[config.mk]
export PLATFORM = sky130hd
export DESIGN_NAME = can_mode_seq
export DESIGN_NICKNAME = d
export VERILOG_FILES = /design/src/rtl/can_mode_pkg.sv /design/src/rtl/can_ctrl_reg.sv /design/src/rtl/can_mode_fsm.sv /design/src/rtl/can_bt_reg.sv /design/src/rtl/can_mode_seq.sv
export SDC_FILE = /design/constraint.sdc
export NUM_CORES = 1
export LEC_CHECK = 0
export BUFFER_PORTS_ARGS = -buffer_cell sky130_fd_sc_hd__buf_2
export CELL_PAD_IN_SITES_DETAIL_PLACEMENT = 1
export CELL_PAD_IN_SITES_GLOBAL_PLACEMENT = 1
export CORE_MARGIN = 8
export CORE_UTILIZATION = 30
export DETAILED_ROUTE_END_ITERATION = 7
export HOLD_SLACK_MARGIN = 0.05
export PLACE_DENSITY = 0.87
export RECOVER_POWER = 50
export SKIP_CTS_REPAIR_TIMING = 1
export SYNTH_ARGS = -nofsm -noshare
export SYNTH_HDL_FRONTEND = slang
export SYNTH_SLANG_ARGS = --single-unit
export TNS_END_PERCENT = 100
[constraint.sdc]
create_clock -name clk_i -period 2.15 [get_ports clk_i]
set_clock_uncertainty 0.05 [all_clocks]
set_input_delay 0.3225 -clock clk_i [delete_from_list [all_inputs] [get_ports clk_i]]
set_output_delay 0.3225 -clock clk_i [all_outputs]
set_load 0.005 [all_outputs]
[src/rtl/can_mode_pkg.sv]
package can_mode_pkg;

  localparam int CTRL_W   = 16;
  localparam int FIFO_BIT = 0;
  localparam int IDF_LSB  = 1;
  localparam int IDF_W    = 2;
  localparam int OVR_BIT  = 3;
  localparam int REQ_LSB  = 8;
  localparam int REQ_W    = 2;
  localparam int SLP_BIT  = 10;
  localparam int BOM_LSB  = 11;
  localparam int BOM_W    = 2;

  localparam logic [BOM_W-1:0]  BOM_HALT_AT_OFF = 2'b01;
  localparam logic [CTRL_W-1:0] CTRL_RST_VAL    = 16'h0500;

  localparam int BT_W    = 32;
  localparam int TS1_LSB = 20;
  localparam int TS1_W   = 4;
  localparam int BRP_LSB = 8;
  localparam int BRP_W   = 10;
  localparam int SJW_LSB = 4;
  localparam int SJW_W   = 2;
  localparam int TS2_LSB = 0;
  localparam int TS2_W   = 3;
  localparam int BT_NF   = 4;

  localparam int BT_FLD_LSB [BT_NF] = '{TS2_LSB, SJW_LSB, BRP_LSB, TS1_LSB};
  localparam int BT_FLD_W   [BT_NF] = '{TS2_W, SJW_W, BRP_W, TS1_W};

  typedef enum logic [1:0] {
    MD_OPER  = 2'd0,
    MD_RESET = 2'd1,
    MD_HALT  = 2'd2,
    MD_SLEEP = 2'd3
  } mode_e;

  typedef enum logic [1:0] {
    RQ_OPER  = 2'd0,
    RQ_RESET = 2'd1,
    RQ_HALT  = 2'd2,
    RQ_FORCE = 2'd3
  } req_e;

  function automatic req_e ctrl_req(input logic [CTRL_W-1:0] c);
    return req_e'(c[REQ_LSB +: REQ_W]);
  endfunction

  function automatic logic ctrl_sleep(input logic [CTRL_W-1:0] c);
    return c[SLP_BIT];
  endfunction

  function automatic logic [BOM_W-1:0] ctrl_bom(input logic [CTRL_W-1:0] c);
    return c[BOM_LSB +: BOM_W];
  endfunction

  function automatic logic [CTRL_W-1:0] ctrl_with_req(input logic [CTRL_W-1:0] c,
                                                      input req_e r);
    logic [CTRL_W-1:0] t;
    t = c;
    t[REQ_LSB +: REQ_W] = r;
    return t;
  endfunction

  function automatic mode_e req_target(input req_e r);
    case (r)
      RQ_OPER: return MD_OPER;
      RQ_HALT: return MD_HALT;
      default: return MD_RESET;
    endcase
  endfunction

  function automatic logic req_ready(input req_e r, input logic idle);
    return ((r == RQ_RESET) || (r == RQ_HALT)) ? idle : 1'b1;
  endfunction

  function automatic logic [BT_W-1:0] bt_keep_mask();
    logic [BT_W-1:0] m;
    m = '0;
    for (int f = 0; f < BT_NF; f++) begin
      for (int b = 0; b < BT_FLD_W[f]; b++) begin
        m[BT_FLD_LSB[f] + b] = 1'b1;
      end
    end
    return m;
  endfunction

  function automatic logic [TS1_W:0] bt_tseg1(input logic [BT_W-1:0] w);
    return {1'b0, w[TS1_LSB +: TS1_W]} + (TS1_W+1)'(1);
  endfunction

  function automatic logic [BRP_W:0] bt_brp(input logic [BT_W-1:0] w);
    return {1'b0, w[BRP_LSB +: BRP_W]} + (BRP_W+1)'(1);
  endfunction

  function automatic logic [SJW_W:0] bt_sjw(input logic [BT_W-1:0] w);
    return {1'b0, w[SJW_LSB +: SJW_W]} + (SJW_W+1)'(1);
  endfunction

  function automatic logic [TS2_W:0] bt_tseg2(input logic [BT_W-1:0] w);
    return {1'b0, w[TS2_LSB +: TS2_W]} + (TS2_W+1)'(1);
  endfunction

endpackage

[src/rtl/can_ctrl_reg.sv]
module can_ctrl_reg
  import can_mode_pkg::*;
#(
  parameter int                W       = CTRL_W,
  parameter logic [CTRL_W-1:0] RST_VAL = CTRL_RST_VAL
) (
  input  logic          clk_i,
  input  logic          rst_ni,
  input  logic          wr_en_i,
  input  logic [W-1:0]  wr_data_i,
  input  logic          halt_take_i,
  output logic [W-1:0]  ctrl_eff_o,
  output logic [W-1:0]  ctrl_q_o
);

  logic [W-1:0] ctrl_q;

  // The word the sequencer acts on this cycle: a write is seen at once.
  assign ctrl_eff_o = wr_en_i ? wr_data_i : ctrl_q;
  assign ctrl_q_o   = ctrl_q;

  always_ff @(posedge clk_i or negedge rst_ni) begin
    if (!rst_ni) begin
      ctrl_q <= RST_VAL;
    end else if (halt_take_i) begin
      // Automatic halt overrides the request field of whatever is written.
      ctrl_q <= ctrl_with_req(ctrl_eff_o, RQ_HALT);
    end else if (wr_en_i) begin
      ctrl_q <= wr_data_i;
    end
  end

endmodule

[src/rtl/can_mode_fsm.sv]
module can_mode_fsm
  import can_mode_pkg::*;
#(
  parameter int W = CTRL_W
) (
  input  logic          clk_i,
  input  logic          rst_ni,
  input  logic [W-1:0]  ctrl_eff_i,
  input  logic          bus_idle_i,
  input  logic          busoff_i,
  output mode_e         mode_o,
  output logic          ev_boff_halt_o,
  output logic          ev_sleep_in_o,
  output logic          ev_wake_o,
  output logic          ev_req_move_o
);

  mode_e mode_q, mode_d;
  mode_e saved_q, saved_d;
  req_e  req;
  logic  slp;
  logic  unused_ctrl;

  assign req         = ctrl_req(ctrl_eff_i);
  assign slp         = ctrl_sleep(ctrl_eff_i);
  assign unused_ctrl = ^ctrl_eff_i;

  assign ev_boff_halt_o = (mode_q == MD_OPER) && busoff_i &&
                          (ctrl_bom(ctrl_eff_i) == BOM_HALT_AT_OFF);
  assign ev_wake_o      = (mode_q == MD_SLEEP) && !slp;
  assign ev_sleep_in_o  = slp && ((mode_q == MD_RESET) || (mode_q == MD_HALT));
  assign ev_req_move_o  = (mode_q != MD_SLEEP) && !ev_boff_halt_o && !ev_sleep_in_o &&
                          req_ready(req, bus_idle_i) && (req_target(req) != mode_q);

  always_comb begin
    mode_d  = mode_q;
    saved_d = saved_q;
    if (ev_boff_halt_o) begin
      mode_d = MD_HALT;
    end else if (ev_wake_o) begin
      mode_d = saved_q;
    end else if (ev_sleep_in_o) begin
      mode_d  = MD_SLEEP;
      saved_d = mode_q;
    end else if (ev_req_move_o) begin
      mode_d = req_target(req);
    end
  end

  always_ff @(posedge clk_i or negedge rst_ni) begin
    if (!rst_ni) begin
      mode_q  <= MD_SLEEP;
      saved_q <= MD_RESET;
    end else begin
      mode_q  <= mode_d;
      saved_q <= saved_d;
    end
  end

  assign mode_o = mode_q;

endmodule

[src/rtl/can_bt_reg.sv]
module can_bt_reg
  import can_mode_pkg::*;
#(
  parameter int BW = BT_W
) (
  input  logic           clk_i,
  input  logic           rst_ni,
  input  logic           wr_en_i,
  input  logic [BW-1:0]  wr_data_i,
  input  logic           unlock_i,
  output logic [BW-1:0]  bt_q_o
);

  localparam logic [BW-1:0] KEEP = bt_keep_mask();

  logic [BW-1:0] bt_q;
  logic          take;

  assign take = wr_en_i && unlock_i;

  always_ff @(posedge clk_i or negedge rst_ni) begin
    if (!rst_ni) begin
      bt_q <= '0;
    end else if (take) begin
      bt_q <= wr_data_i & KEEP;
    end
  end

  assign bt_q_o = bt_q;

endmodule

[src/rtl/can_mode_seq.sv]
module can_mode_seq
  import can_mode_pkg::*;
#(
  parameter int CW = CTRL_W,
  parameter int BW = BT_W
) (
  input  logic              clk_i,
  input  logic              rst_ni,
  input  logic              ctrl_we_i,
  input  logic [CW-1:0]     ctrl_wdata_i,
  input  logic              bt_we_i,
  input  logic [BW-1:0]     bt_wdata_i,
  input  logic              bus_idle_i,
  input  logic              busoff_i,
  output logic [1:0]        mode_o,
  output logic              rst_st_o,
  output logic              ovr_mode_o,
  output logic [IDF_W-1:0]  id_fmt_o,
  output logic              fifo_mode_o,
  output logic [BW-1:0]     bt_word_o,
  output logic [TS1_W:0]    tseg1_o,
  output logic [BRP_W:0]    brp_o,
  output logic [SJW_W:0]    sjw_o,
  output logic [TS2_W:0]    tseg2_o
);

  logic [CW-1:0] ctrl_eff;
  logic [CW-1:0] ctrl_q;
  mode_e         mode;
  logic          ev_boff_halt, ev_sleep_in, ev_wake, ev_req_move;
  logic          unused_ctrl_q;

  can_ctrl_reg #(.W(CW)) u_ctrl (
    .clk_i       (clk_i),
    .rst_ni      (rst_ni),
    .wr_en_i     (ctrl_we_i),
    .wr_data_i   (ctrl_wdata_i),
    .halt_take_i (ev_boff_halt),
    .ctrl_eff_o  (ctrl_eff),
    .ctrl_q_o    (ctrl_q)
  );

  can_mode_fsm #(.W(CW)) u_fsm (
    .clk_i          (clk_i),
    .rst_ni         (rst_ni),
    .ctrl_eff_i     (ctrl_eff),
    .bus_idle_i     (bus_idle_i),
    .busoff_i       (busoff_i),
    .mode_o         (mode),
    .ev_boff_halt_o (ev_boff_halt),
    .ev_sleep_in_o  (ev_sleep_in),
    .ev_wake_o      (ev_wake),
    .ev_req_move_o  (ev_req_move)
  );

  can_bt_reg #(.BW(BW)) u_bt (
    .clk_i     (clk_i),
    .rst_ni    (rst_ni),
    .wr_en_i   (bt_we_i),
    .wr_data_i (bt_wdata_i),
    .unlock_i  (mode == MD_RESET),
    .bt_q_o    (bt_word_o)
  );

  assign mode_o        = mode;
  assign rst_st_o      = (mode == MD_RESET);
  assign ovr_mode_o    = ctrl_q[OVR_BIT];
  assign id_fmt_o      = ctrl_q[IDF_LSB +: IDF_W];
  assign fifo_mode_o   = ctrl_q[FIFO_BIT];
  assign unused_ctrl_q = ^ctrl_q;

  assign tseg1_o = bt_tseg1(bt_word_o);
  assign brp_o   = bt_brp(bt_word_o);
  assign sjw_o   = bt_sjw(bt_word_o);
  assign tseg2_o = bt_tseg2(bt_word_o);

endmodule

; Yosys cells after proc, flatten, opt, wreduce, memory -nomap -nowiden
; Cells that the tools add are included.
[totals]
ff_bits = 39
latchBits = 0
mem_bits_rw = 0
rom_bits = 0
inputBits = 54
out_inout_bits = 62
word_cells = 44
n_memories = 0
[op_classes]
addsub = 4
multipliers = 0
n_div = 0
magnitude_cmp = 0
n_eq_ne = 8
shifts = 0
mux = 8
n_bitwise = 2
n_reduce_logical = 18
[op_table]
columns = operator, count
row1 = 2-to-1 mux 16 bit, 1
row2 = "adder 10 x 1 -> 11 bit, second input constant", 1
row3 = 2-to-1 mux 10 bit, 1
row4 = logical AND 1 bit, 9
row5 = 2-to-1 mux 2 bit, 4
row6 = "equality test 2 x 1 -> 1 bit, second input constant", 3
row7 = "equality test 2 bit, second input constant", 3
row8 = "adder 4 x 1 -> 5 bit, second input constant", 1
row9 = "adder 3 x 1 -> 4 bit, second input constant", 1
row10 = zero test 2 bit, 2
row11 = one-hot mux 2 bit (2 select lines), 1
row12 = nonzero test 4 bit, 1
row13 = "adder 2 x 1 -> 3 bit, second input constant", 1
row14 = zero test 1 bit, 3
row15 = AND reduction 3 bit, 1
row16 = logical OR 1 bit, 2
row17 = != test 2 bit, 1
row18 = "!= test 2 bit, second input constant", 1
row19 = inverter 1 bit, 2
row20 = 2-to-1 mux 1 bit, 1

; Depth between registers and ports, before layout
; Gate-level depths: netlist of the first run.
[logic_depth]
word_depth = 12
ltp_mapped = 6
depth_no_buf = 5

; By module
; A second synthesis of the first run with hierarchy kept.
[hier_totals]
hier_cells = 160
hier_area_um2 = 2085.8
[modules_own_cells]
columns = mod, n_inst, cells_per_inst, area_each_um2, seq_area_each_um2
row1 = can_bt_reg, 1, 54, 859.6, 475.5
row2 = can_ctrl_reg, 1, 36, 618.1, 402.9
row3 = can_mode_fsm, 1, 36, 350.3, 103.8
row4 = can_mode_seq, 1, 34, 257.7, 0.0

; Worst setup path after synthesis of the first run
; OpenSTA, ideal clock, no wires.
[synth_timing]
path_kind = reg2reg
from = register u_fsm.mode_q[1], in the netlist u_fsm.mode_o[1]
to = register u_bt.bt_q[13], in the netlist u_bt.bt_q_o[13]
setup_ns = 0.125
t_arrival_ns = 1.648
required_time_ns = 1.975
path_slack_ns = 0.327
path_stages_with_launch = 6
synth_period_minus_slack_ns = 1.823
path_cell_list = dfstp_2 > inv_1 > ha_1 > nand2_1 > buf_2 > mux2_2
[synth_between]
elab_chain_len = 2
[synth_rtl]
columns = element, line_no
row1 = start: declaration, can_mode_fsm.sv:18  ; mode_e mode_q, mode_d;
row2 = start signal: assignment, can_mode_fsm.sv:55  ; mode_q <= mode_d;
row3 = equality test 2 x 1 -> 1 bit, -
row4 = via rst_st_o, can_mode_seq.sv:16  ; output logic rst_st_o,
row5 = logical AND 1 bit, can_bt_reg.sv:19  ; assign take = wr_en_i && unlock_i;
row6 = end signal: assignment, can_bt_reg.sv:25  ; bt_q <= wr_data_i & KEEP;
row7 = end: declaration, can_bt_reg.sv:16  ; logic [BW-1:0] bt_q;
; The timed path passes the listed nets, and every way through them passes these cells.
; A chain may end at the register's enable or synchronous reset.

; Worst setup path after layout of the first run
[layout_timing]
from = input ctrl_we_i
to = register u_fsm.saved_q[1]
[layout_between]
elab_chain_len = 5
[layout_rtl]
columns = element, line_no
row1 = start: declaration, can_mode_seq.sv:9  ; input logic ctrl_we_i,
row2 = 2-to-1 mux 16 bit, -
row3 = via ctrl_eff[12], can_mode_seq.sv:27  ; logic [CW-1:0] ctrl_eff;
row4 = equality test 2 x 1 -> 1 bit, can_mode_fsm.sv:29  ; (ctrl_bom(ctrl_eff_i) == BOM_HALT_AT_OFF);
row5 = logical AND 1 bit, can_mode_fsm.sv:28  ; assign ev_boff_halt_o = (mode_q == MD_OPER) && busoff_i &&
row6 = inverter 1 bit (no line), -
row7 = AND reduction 3 bit (no line), -
row8 = end signal: assignment, can_mode_fsm.sv:56  ; saved_q <= saved_d;
row9 = end: declaration, can_mode_fsm.sv:19  ; mode_e saved_q, saved_d;
; The timed path passes the listed nets, and every way through them passes these cells.

==> impl_metrics.py, run 1 <==
metrics = {
    "finish": {
        "fin_nets": 287,
        "utilization_pct": 40.42,
        "diodes": 0,
        "final_layout_size_suffix_gt1_share_pct": 43.36,
        "syn2layout_area_growth_pct": 29.57,
    },
    "clocking": {
        "cts_tree": "done",
        "insertion_delay_ns": 0.28,
        "cts_made_buffers": 5,
        "ctsLongestPathBuffers": 2,
        "cts_max_level": 2,
        "root_buffer": "clkbuf_8",
        "clk_pin_slew_ns": 0.07,
        "clock-sinks": 32,
    },
    "sta": {
        "slew_viol_final": 33,
        "setup-tns-final_ns": 0,
        "fin_crit_sh_pct": 87.30,
        "finalHoldViolCount": 0,
        "period_minus_slack_ns": 1.877,
        "grt_setup_unrepaired": "false",
        "max_slew.worst_pin.slew_ns": 1.741,
        "max_freq_mhz": 532.8,
        "finalSetupViolCount": 0,
        "setup_ws_ns": 0.2730,
        "relSlewSlack_pct": -16.06,
    },
    "worst_setup_path": {
        "required_ns": 2.27,
        "crit_type": "input port to flop",
        "cp_data_arrival_time_ns": 1.99,
        "end_kind": "flop",
        "crit_chain": "clkbuf_1 > clkbuf_1 > mux2_1 > o311ai_4 > mux2_1",
        "critPathMaxStageDelay_ns": 0.45,
        "cp-start-kind": "input port",
        "slowest_stage": "mux2_1",
        "worstPathMaxFanout": 6,
    },
    "die": {
        "start_util_pct": 31.20,
        "pin_count": 116,
        "dieArea_mm2": 0.008403,
        "core_mm2": 0.005507,
        "die_h_um": 91.67,
        "die_w_um": 91.67,
        "placementRows": 27,
    },
    "drt": {
        "detail-route-antenna-nets": 0,
        "vias": 1339,
        "drt-initial-drc-count": 20,
        "routed_wl_um": 4537,
        "viasPerCell": 4.493,
        "wire_per_inst_um": 15.22,
        "firstDrtPassIters": 2,
        "route.detailed.drc": 0,
    },
    "placement": {
        "io_buffers": 82,
        "hpwl_um": 3741,
        "post-place-ws_ns": 0.2742,
        "place_congestion": 0.7533,
    },
    "global_route": {
        "grt_max_degree": 33,
        "gr-total-overflow": 0,
        "grt_pass1_vias": 1490,
        "grt_pass1_wl_um": 7472,
        "antenna_found_initial": 0,
        "grt_usage_pct": 11.08,
    },
    "power": {
        "irDropWorstVdd_uv": 462.6,
        "power.total_uw": 3122,
        "power.static_leakage_uw": 0.001105,
        "power_density_mw_per_mm2": 1403,
    },
    "logic_synthesis": {
        "ys_seq_area_share_pct": 46.98,
        "avgSynthCellArea_um2": 12.36,
        "syn_area_mm2": 0.001718,
        "yosysUniqueCellTypes": 31,
        "yosys_warnings": 0,
        "synth-edff-count": 0,
        "synth_cells": 139,
        "async_flop_share_pct": 100.0,
        "synth-main-ff-cell": "dfrtp_1",
        "ys_seq_elements": 32,
    },
    "run_status": {
        "outcome": "finished, violations left",
        "violations": "capacitance limit, slew limit",
    },
    "job": {
        "drv_cap": 1,
    },
    "min_path": {
        "hp-class": "input port to flop",
    },
}
stage by stage:
step | cells | cell area (µm²) | hold WS, ns
after global routing | 298 | 2226 | 0.1950
after detailed placement | 290 | 2150 | 0.3893
final | 298 | 2226 | 0.2014
after floorplan | 151 | 1763 | -0.02309
after global placement | 290 | 2150 | 0.3787
after CTS | 298 | 2257 | 0.07783
cell type report:
| class | count | area, µm² |
|---|---|---|
| repair buffers | 84 | 401.6 |
| clock inverters | 2 | 35.03 |
| fillers | 650 | 3281 |
| multi-input cells | 93 | 785.8 |
| clock buffers | 6 | 72.57 |
| well taps | 72 | 90.09 |
| inverters | 9 | 33.78 |
| flip-flops and latches | 32 | 807.0 |
routing by layer:
metal / global-route usage (%) / vias up / share of wire, %
met4: 2.865 / 0 / 0.99
met5: 0 / - / 0
met3: 5.868 / 5 / 9.8
met1: 11.40 / 646 / 38
li1: - / 628 / -
met2: 19.27 / 60 / 51
sequential cells by signal, summed over array words and instances (netlist names):
register and cells:
u_fsm.saved_q 2, u_ctrl.ctrl_q_o 9, u_bt.bt_q_o 19, u_fsm.mode_o 2
cell usage in the layout (no fill, tap or decap):
cell       count
clkbuf_8       5
clkbuf_1      17
buf_1          1
nor3_1         1
inv_1          9
bufinv_16      1
nand4_1        3
o2111ai_1      1
nand2b_1       1
buf_4          1
mux2i_1        4
or3_1          1
nor2_1         2
conb_1        13
o311ai_4       1
mux2_1         9
nand2_1        4
and4_1         2
dfstp_2        5
mux2_2        18
o211ai_1       1
clkinv_2       1
o21bai_1       1
and3_1         4
a31oi_1        1
ha_1           8
buf_2         66
a2bb2oi_1      1
dfrtp_1       27
nand3_1        6
xor2_1         3
xnor2_1        8
synthesized netlist by cell type, types with 3 or more instances:
master / number / area (µm²)
and3_1: 4 / 25.02
ha_1: 8 / 100.1
mux2_2: 18 / 202.7
nand2_1: 4 / 15.01
xor2_1: 3 / 26.28
mux2i_1: 3 / 30.03
inv_1: 8 / 30.03
nand4_1: 3 / 18.77
mux2_1: 8 / 90.09
dfrtp_1: 27 / 675.7
dfstp_2: 5 / 131.4
nand3_1: 6 / 30.03
buf_4: 15 / 112.6
xnor2_1: 8 / 70.07
cell families (layout without fill, tap and decap cells):
kind of cell	Yosys count	in the layout	synth area share, %
buf+inv	26	101	9.468
fa+ha+maj	8	8	5.827
xor+xnor	11	11	5.609
simple gates	24	24	7.648
mux	31	31	20.47
compound gates	6	6	3.788
flops	32	32	46.98
other cells	1	13	0.2183
critical path: cells and delay by family:
kind | cells | cell delay (ns)
muxes | 2 | 0.81
buffers and inverters | 2 | 0.54
AOI/OAI and AO/OA | 1 | 0.32
where the power goes:
part	internal (µW)	total, µW	switching [µW]	leakage, µW
sequential	874	1150	281	0.000370
combinational	759	1400	643	0.000679
clock	344	566	222	0.0000552
path summary, 6_finish.rpt:
| path | cells past startpoint | to | slack [ns] | from |
|---|---|---|---|---|
| worst max-delay path | 5 | u_fsm.saved_q[1] | 0.27 | ctrl_we_i |
| worst min-delay path | 2 | u_bt.bt_q_o[20] | 0.20 | bt_wdata_i[20] |
| worst max register to register | 5 | u_bt.bt_q_o[17] | 0.46 | u_fsm.mode_o[1] |
| worst min register to register | 1 | u_ctrl.ctrl_q_o[3] | 0.43 | u_ctrl.ctrl_q_o[3] |
| max in group asynchronous | 1 | u_bt.bt_q_o[15] | 0.60 | rst_ni |
| min in group asynchronous | 1 | u_ctrl.ctrl_q_o[12] | 0.44 | rst_ni |
No activity file was read; power rests on OpenSTA's default activity.
==> run 2, diff against run 1 <==
--- a/config.mk
+++ b/config.mk
@@ -12,6 +12,7 @@
 export CORE_UTILIZATION = 30
 export DETAILED_ROUTE_END_ITERATION = 7
 export HOLD_SLACK_MARGIN = 0.05
+export MAX_ROUTING_LAYER = met4
 export PLACE_DENSITY = 0.87
 export RECOVER_POWER = 50
 export SKIP_CTS_REPAIR_TIMING = 1
==> impl_metrics.py, run 2 (synthesized netlist as in run 1, its figures left out) <==
metrics = {
    "die": {
        "placementRows": 27,
        "die_w_um": 91.67,
        "start_util_pct": 31.20,
        "core_mm2": 0.005507,
        "die_h_um": 91.67,
        "dieArea_mm2": 0.008403,
        "pin_count": 116,
    },
    "worst_setup_path": {
        "crit_type": "input port to flop",
        "critPathMaxStageDelay_ns": 0.45,
        "worstPathMaxFanout": 6,
        "cp_data_arrival_time_ns": 1.99,
        "r2r_slack_ns": 0.46,
        "r2r-end": "u_bt.bt_q_o[17]",
        "required_ns": 2.27,
        "worstPathBufferInverterCount": 2,
        "cp-start-kind": "input port",
        "reg2reg_depth": 5,
        "reg2reg_from": "u_fsm.mode_o[1]",
        "end_kind": "flop",
        "slowest_stage": "mux2_1",
        "crit_chain": "clkbuf_1 > clkbuf_1 > mux2_1 > o311ai_4 > mux2_1",
        "cp_top_family": "multiplexers",
    },
    "finish": {
        "final_layout_size_suffix_gt1_share_pct": 43.36,
        "syn2layout_area_growth_pct": 29.57,
        "fin_nets": 287,
        "instances_no_fill": 298,
        "num-fill-cells": 650,
        "utilization_pct": 40.42,
        "regArea_um2": 807.0,
        "multiInputGateArea_um2": 785.8,
        "layout_common_cells": "66 x buf_2, 27 x dfrtp_1, 18 x mux2_2, 17 x clkbuf_1, 13 x conb_1",
        "mostFrequentLayoutCell": "buf_2",
        "diodes": 0,
        "largest_reg_flops": 19,
    },
    "sta": {
        "fin_crit_sh_pct": 87.31,
        "max_slew.worst_pin.slew_ns": 1.737,
        "period_minus_slack_ns": 1.877,
        "max_freq_mhz": 532.7,
        "relSlewSlack_pct": -15.83,
        "setup-tns-final_ns": 0,
        "slew_viol_final": 33,
        "finalHoldViolCount": 0,
        "finalSetupViolCount": 0,
        "grt_setup_unrepaired": "false",
    },
    "clocking": {
        "ctsLongestPathBuffers": 2,
        "clock-sinks": 32,
        "clk_pin_slew_ns": 0.07,
        "root_buffer": "clkbuf_8",
        "cts_tree": "done",
        "insertion_delay_ns": 0.28,
        "cts_made_buffers": 5,
        "cts_max_level": 2,
    },
    "drt": {
        "vias": 1336,
        "route.detailed.drc": 0,
        "firstDrtPassIters": 2,
        "detail-route-antenna-nets": 0,
        "wire_per_inst_um": 15.23,
        "routed_wl_um": 4540,
        "drt-initial-drc-count": 26,
        "viasPerCell": 4.483,
    },
    "placement": {
        "place_congestion": 0.7630,
        "dp.cells": 290,
        "io_buffers": 82,
        "hpwl_um": 3741,
    },
    "min_path": {
        "hp-class": "input port to flop",
        "hp-start": "bt_wdata_i[20]",
        "whs_endpoint": "u_bt.bt_q_o[20]",
        "holdPathStages": 2,
    },
    "global_route": {
        "grt_pass1_vias": 1488,
        "grt_usage_pct": 11.43,
        "gr-total-overflow": 0,
        "grt_max_degree": 33,
        "antenna_found_initial": 0,
        "grt_pass1_wl_um": 7472,
    },
    "power": {
        "power.total_uw": 3123,
        "irDropWorstVdd_uv": 462.8,
        "power.static_leakage_uw": 0.001105,
        "power_density_mw_per_mm2": 1403,
    },
    "job": {
        "drv_cap": 1,
    },
    "run_status": {
        "outcome": "finished, violations left",
        "violations": "capacitance limit, slew limit",
    },
}
==> run 2: cell counts in the layout (fill, tap and decap cells not counted) <==
No cell type changed its count.
==> run 2: area by class of cell <==
type	count	area share (%)
multi-input cells	93	35.30
inverters	9	1.518
well taps	72	4.047
repair buffers	84	18.04
flip-flops and latches	32	36.26
clock buffers	6	3.260
clock inverters	2	1.574
==> run 2: where the power goes <==
group / internal, µW / switching (µW)
sequential: 874 / 281
combinational: 759 / 643
clock: 344 / 222
total: 1980 / 1150
==> run 2: worst max path at each step <==
stage / end / depth (start not counted) / from
2_1_floorplan: u_bt.bt_q_o[13] / 5 / u_fsm.mode_o[1]
3_3_place_gp: u_fsm.mode_o[1] / 6 / ctrl_we_i
3_5_place_dp: u_fsm.mode_o[1] / 6 / ctrl_we_i
4_1_cts: brp_o[8] / 4 / u_bt.bt_q_o[8]
5_1_grt: u_bt.bt_q_o[14] / 1 / rst_ni
6_report: u_fsm.saved_q[1] / 5 / ctrl_we_i
==> run 2: metrics by stage <==
step | instance area, µm² | hold WS [ns] | setup slack [ns]
global route | 2226 | 0.1950 | 0.1208
floorplan | 1763 | -0.02309 | 0.3273
CTS | 2257 | 0.07783 | 0.2531
detailed placement | 2150 | 0.3893 | 0.2742
global placement | 2150 | 0.3787 | 0.2857
finish | 2226 | 0.2013 | 0.2729
==> run 2: per-layer routing <==
layer	vias to the layer above	share of wire (%)	global-route usage, %
met5	-	0	-
met4	0	1.0	2.865
met3	5	8.7	5.379
met2	60	51	19.33
met1	643	39	11.70
li1	628	-	-
==> run 2: worst register-to-register path: stages (launching register included) <==
cell     delay, ns
dfstp_2       0.57
inv_1         0.07
ha_1          0.20
nand2_1       0.06
buf_4         0.25
mux2_2        0.38
